File: src/rtl/pgref_pkg.sv
package pgref_pkg;
  localparam int OPC_W = 3;

  typedef enum logic [2:0] {
    ST_FETCH,
    ST_FETCH_W,
    ST_DEFER,
    ST_DEFER_W,
    ST_EXEC,
    ST_EXEC_W,
    ST_HAND,
    ST_EXT_WAIT
  } seq_state_t;

  typedef enum logic [OPC_W-1:0] {
    OP_AND  = 3'd0,
    OP_TAD  = 3'd1,
    OP_ISZ  = 3'd2,
    OP_DCA  = 3'd3,
    OP_JMS  = 3'd4,
    OP_JMP  = 3'd5,
    OP_EXT6 = 3'd6,
    OP_EXT7 = 3'd7
  } opcode_t;
endpackage

File: src/rtl/pgref_decode.sv
module pgref_decode
  import pgref_pkg::*;
#(
  parameter int OFS_W  = 7,
  parameter int WORD_W = OPC_W + 2 + OFS_W
) (
  input  logic [WORD_W-1:0] word,
  input  logic [WORD_W-1:0] here,
  output opcode_t           op,
  output logic              indirect,
  output logic              ext,
  output logic [WORD_W-1:0] ea
);
  localparam int PAGE_W = WORD_W - OFS_W;

  logic page_sel;
  logic [PAGE_W-1:0] page_base;

  assign op       = opcode_t'(word[WORD_W-1 -: OPC_W]);
  assign indirect = word[OFS_W+1];
  assign page_sel = word[OFS_W];
  assign ext      = (op == OP_EXT6) || (op == OP_EXT7);

  // page base comes from the instruction's own address, not the stepped counter
  assign page_base = page_sel ? here[WORD_W-1 -: PAGE_W] : '0;
  assign ea        = {page_base, word[OFS_W-1:0]};
endmodule

File: src/rtl/pgref_alu.sv
module pgref_alu
  import pgref_pkg::*;
#(
  parameter int WORD_W = 12
) (
  input  opcode_t           op,
  input  logic [WORD_W-1:0] acc,
  input  logic              link,
  input  logic [WORD_W-1:0] opnd,
  output logic [WORD_W-1:0] acc_next,
  output logic              link_next,
  output logic [WORD_W-1:0] inc_val,
  output logic              inc_zero
);
  logic [WORD_W:0] sum;

  assign sum      = {1'b0, acc} + {1'b0, opnd};
  assign inc_val  = opnd + WORD_W'(1);
  assign inc_zero = (inc_val == '0);

  always_comb begin
    acc_next  = acc;
    link_next = link;
    case (op)
      OP_AND: acc_next = acc & opnd;
      OP_TAD: begin
        acc_next  = sum[WORD_W-1:0];
        link_next = link ^ sum[WORD_W];
      end
      default: ;
    endcase
  end
endmodule

File: src/rtl/pgref_sequencer.sv
module pgref_sequencer
  import pgref_pkg::*;
#(
  parameter int          OFS_W    = 7,
  parameter int unsigned RESET_PC = 0
) (
  input  logic                         clk,
  input  logic                         rst,
  output logic [OPC_W+2+OFS_W-1:0]     mem_addr,
  output logic [OPC_W+2+OFS_W-1:0]     mem_wdata,
  input  logic [OPC_W+2+OFS_W-1:0]     mem_rdata,
  output logic                         mem_rd,
  output logic                         mem_wr,
  output logic                         ext_valid,
  output logic [OPC_W+2+OFS_W-1:0]     ext_word,
  input  logic                         ext_done,
  output logic [OPC_W+2+OFS_W-1:0]     acc_o,
  output logic                         link_o,
  output logic [OPC_W+2+OFS_W-1:0]     pc_o
);
  localparam int WORD_W = OPC_W + 2 + OFS_W;
  localparam logic [WORD_W-1:0] PC_INIT = WORD_W'(RESET_PC);
  localparam logic [WORD_W-1:0] ONE     = WORD_W'(1);

  seq_state_t        state;
  logic [WORD_W-1:0] pc, acc, ir, ea;
  logic              link;

  opcode_t           dec_op, op;
  logic              dec_ind, dec_ext;
  logic [WORD_W-1:0] dec_ea;

  logic [WORD_W-1:0] alu_acc, inc_val;
  logic              alu_link, inc_zero;

  pgref_decode #(.OFS_W(OFS_W), .WORD_W(WORD_W)) u_decode (
    .word     (mem_rdata),
    .here     (pc),
    .op       (dec_op),
    .indirect (dec_ind),
    .ext      (dec_ext),
    .ea       (dec_ea)
  );

  assign op = opcode_t'(ir[WORD_W-1 -: OPC_W]);

  pgref_alu #(.WORD_W(WORD_W)) u_alu (
    .op        (op),
    .acc       (acc),
    .link      (link),
    .opnd      (mem_rdata),
    .acc_next  (alu_acc),
    .link_next (alu_link),
    .inc_val   (inc_val),
    .inc_zero  (inc_zero)
  );

  always_ff @(posedge clk) begin
    if (rst) begin
      state <= ST_FETCH;
      pc    <= PC_INIT;
      acc   <= '0;
      link  <= 1'b0;
      ir    <= '0;
      ea    <= '0;
    end else begin
      case (state)
        ST_FETCH: state <= ST_FETCH_W;
        ST_FETCH_W: begin
          ir <= mem_rdata;
          ea <= dec_ea;
          pc <= pc + ONE;
          if (dec_ext)       state <= ST_HAND;
          else if (dec_ind)  state <= ST_DEFER;
          else               state <= ST_EXEC;
        end
        ST_DEFER: state <= ST_DEFER_W;
        ST_DEFER_W: begin
          ea    <= mem_rdata;
          state <= ST_EXEC;
        end
        ST_EXEC: begin
          case (op)
            OP_AND, OP_TAD, OP_ISZ: state <= ST_EXEC_W;
            OP_DCA: begin
              acc   <= '0;
              state <= ST_FETCH;
            end
            OP_JMS: begin
              pc    <= ea + ONE;
              state <= ST_FETCH;
            end
            OP_JMP: begin
              pc    <= ea;
              state <= ST_FETCH;
            end
            default: state <= ST_FETCH;
          endcase
        end
        ST_EXEC_W: begin
          if (op == OP_ISZ) begin
            if (inc_zero) pc <= pc + ONE;
          end else begin
            acc  <= alu_acc;
            link <= alu_link;
          end
          state <= ST_FETCH;
        end
        ST_HAND: state <= ST_EXT_WAIT;
        ST_EXT_WAIT: if (ext_done) state <= ST_FETCH;
        default: state <= ST_FETCH;
      endcase
    end
  end

  always_comb begin
    mem_rd    = 1'b0;
    mem_wr    = 1'b0;
    mem_addr  = ea;
    mem_wdata = acc;
    case (state)
      ST_FETCH: begin
        mem_rd   = 1'b1;
        mem_addr = pc;
      end
      ST_DEFER: mem_rd = 1'b1;
      ST_EXEC: begin
        case (op)
          OP_AND, OP_TAD, OP_ISZ: mem_rd = 1'b1;
          OP_DCA: mem_wr = 1'b1;
          OP_JMS: begin
            mem_wr    = 1'b1;
            mem_wdata = pc;
          end
          default: ;
        endcase
      end
      ST_EXEC_W: begin
        if (op == OP_ISZ) begin
          mem_wr    = 1'b1;
          mem_wdata = inc_val;
        end
      end
      default: ;
    endcase
  end

  assign ext_valid = (state == ST_HAND);
  assign ext_word  = ir;
  assign acc_o     = acc;
  assign link_o    = link;
  assign pc_o      = pc;
endmodule

File: config.mk
export PLATFORM = sky130hd
export DESIGN_NAME = pgref_sequencer
export DESIGN_NICKNAME = d
export VERILOG_FILES = /design/src/rtl/pgref_pkg.sv /design/src/rtl/pgref_decode.sv /design/src/rtl/pgref_alu.sv /design/src/rtl/pgref_sequencer.sv
export SDC_FILE = /design/constraint.sdc
export NUM_CORES = 1
export LEC_CHECK = 0
export BUFFER_PORTS_ARGS = -buffer_cell sky130_fd_sc_hd__buf_4
export CORE_UTILIZATION = 56
export CTS_CLUSTER_SIZE = 14
export DETAILED_ROUTE_END_ITERATION = 16
export GPL_TIMING_DRIVEN = 0
export HOLD_SLACK_MARGIN = 0.15
export PLACE_DENSITY = 0.81
export SLEW_MARGIN = 20
export SYNTH_ARGS = -nofsm -noshare
export SYNTH_HDL_FRONTEND = slang
export SYNTH_SLANG_ARGS = --single-unit
File: constraint.sdc
create_clock -name clk -period 3.15 [get_ports clk]
set_input_delay 0.315 -clock clk [delete_from_list [all_inputs] [get_ports clk]]
set_output_delay 0.315 -clock clk [all_outputs]
set_load 0.01 [all_outputs]
==> results.toml <==
[place]
dp_hpwl_um = 9770
place_ws_ns = 0.409
dp_cells = 699
io_buffers = 77
place.gp.congestion = 0.926

[clock_tree]
hold_buffers = 0
clock-root-buffer = "clkbuf_8"
numCtsBuffers = 5
clk_pin_slew_worst_paths_ns = 0.11
worstSkewPairLatency_ns = 0.32
tritoncts = "yes"
htreeDepth = 2
clock_sinks = 52
cts_buffer_depth = 2

[route]
via_per_inst = 6.34
firstDrtPassIters = 8
drt_drc_violations_left = 0
drt_wl_total_um = 13200
antenna_left = 0
vias = 4485
dr.first_iter.drc_count = 392
wl_per_cell_um = 18.7

[layout]
final_cells = 707
diodes = 0
drive_gt1_share_pct = 19.1
area_growth_pct = 20.1
num-nets-final = 641
utilization_pct = 69.6

[sta]
hold_viol = 0
period_share_pct = 93.1
period_needed_ns = 2.93
fin_skew_ns = 0.00948
fmax_ghz = 0.341
worst_slew_pin_slew_ns = 0.832
hold_slack_ns = 0.297
relSlewSlack_pct = 44.5
setup_ws_ns = 0.217
tns_ns = 0
slew_violations = 0
grt_setup_unrepaired = "no"
setup-violations-final = 0

[global_routing]
antenna_found_initial = 0
globalRouteOverflowTotal = 0
met1_usage_pct = 47.3
use_met2_pct = 58.1
grt_first_pass_wirelength_um = 20600
grt_max_degree = 18
grtUsageTotal_pct = 35.9
top_usage_layer = "met2"
use_met3_pct = 4.43
grt_pass1_vias = 4012

[floorplan]
ioPinCount = 79
initial_core_util_pct = 58.0
die-height_um = 85.9
die_x_um = 85.9
num_rows = 30
die_area_mm2 = 0.00737
placeableCoreArea_mm2 = 0.00679

[logic_synthesis]
ys_seq_area_share_pct = 26.4
synthArstFlopShare_pct = 0
synth_cells = 526
syn_area_mm2 = 0.00394
yosys_most_used_dff = "dfxtp_1"
synth.top_cells.by_count = "nand2_1, a21oi_1, dfxtp_1"
ys_types = 59
synth.avg_cell_area_um2 = 7.49
synth_area_leaders = "dfxtp_1, nand2_1, a21oi_1"
synth_fp_nets = 557
ys.warnings.count = 0
synth_top_area_share_pct = 26.4
synth_edf_count = 0
synth_area_leader_cell = "dfxtp_1"
ys_ff_latch = 52
synth_most_common_cell = "nand2_1"

[setup_path]
cp.required_ns = 2.83
worstSetupPathType = "flop to output pin"
critPathMaxFanout = 10
cp.arrival_ns = 2.62
endpoint_kind = "output pin"
start_kind = "flop"

[status]
status = "finished clean"

[power]
peakVddDrop_uv = 200
p_leak_nw = 1.90
power_density_mw_per_mm2 = 343

[worst_hold_path]
hold_class = "primary input to flop"

[flow_run]
cap_violations = 0
## area by class of cell
type	count	area [um2]
Buffer	43	193
Clock buffer	5	68.8
Clock inverter	3	22.5
Fill cell	582	2070
Inverter	8	30.0
Multi-Input combinational cell	423	2680
Sequential cell	52	1040
Tap cell	96	120
Timing Repair Buffer	77	578
## registers in the layout, indices dropped and copies added, names as in the netlist
register / flops
ea: 12
link_o: 1
state: 3
acc_o: 12
pc_o: 12
ext_word: 12
## per-stage QoR
| stage | total power [mW] | instance area, um2 |
|---|---|---|
| after floorplan | 1.04 | 3940 |
| after global placement | 1.20 | 4640 |
| after detailed placement | 1.21 | 4640 |
| after CTS | 1.61 | 4730 |
| after global routing | 1.69 | 4730 |
| final | 1.62 | 4730 |
## worst paths after layout
kind / cells past startpoint / to / from / slack, ns
max: 9 / mem_wdata[2] / state[2] / 0.22
min: 3 / ea[0] / mem_rdata[0] / 0.30
max reg2reg: 8 / link_o / acc_o[0] / 0.48
min reg2reg: 2 / ext_word[6] / ext_word[6] / 0.49
## logic make-up after synthesis
| kind of cell | Yosys count | synth area share, % |
|---|---|---|
| multiplexers | 18 | 4.99 |
| AO/OA/AOI/OAI | 174 | 29.4 |
| flip-flops | 52 | 26.4 |
| AND/OR/NAND/NOR | 189 | 22.5 |
| buffers and inverters | 51 | 5.62 |
| adder cells (fa/ha/maj) | 16 | 5.27 |
| XOR/XNOR | 26 | 5.78 |
## routing by layer
metal | up-vias | share of wire [%]
met2 | 269 | 46
met4 | 0 | 4.6
met3 | 56 | 8.1
met5 | - | 0
li1 | 2093 | -
met1 | 2067 | 41
## timing repair
action,CTS,global route
setup buffers,0,0
gates resized for setup,0,2
endpoints found under the setup margin,0,5
## where the power goes
| part | leakage [nW] | internal [mW] | switching, mW |
|---|---|---|---|
| Clock | 0.0485 | 0.160 | 0.253 |
| Sequential | 0.423 | 0.694 | 0.0390 |
| Combinational | 1.42 | 0.178 | 0.300 |
## worst max-delay path, cell delays in order, from the launching register on
cell      delay, ns
dfxtp_1        0.32
buf_2          0.18
nand2b_1       0.17
nand2b_1       0.18
clkbuf_1       0.24
nor3_2         0.34
a21oi_1        0.12
clkbuf_2       0.23
a221o_1        0.35
buf_4          0.16
## cell usage in the layout (no fill, tap or decap), types with 8 or more instances in the layout
| cell | netlist | layout |
|---|---|---|
| o21ai_0 | 20 | 20 |
| nand4_1 | 9 | 9 |
| nand2_1 | 72 | 72 |
| and3_1 | 8 | 8 |
| xnor2_1 | 18 | 18 |
| nor2_1 | 43 | 43 |
| a22oi_1 | 10 | 10 |
| a21oi_1 | 52 | 52 |
| nor3_1 | 13 | 13 |
| ha_1 | 15 | 15 |
| xor2_1 | 8 | 8 |
| buf_2 | 9 | 9 |
| buf_4 | 3 | 80 |
| nand3_1 | 14 | 14 |
| o21ai_1 | 24 | 24 |
| dfxtp_1 | 52 | 52 |
| mux2_1 | 11 | 11 |
| clkbuf_1 | 29 | 28 |
| o211ai_1 | 16 | 16 |
| o31ai_2 | 9 | 9 |
Power figures use the tool's default switching activity.
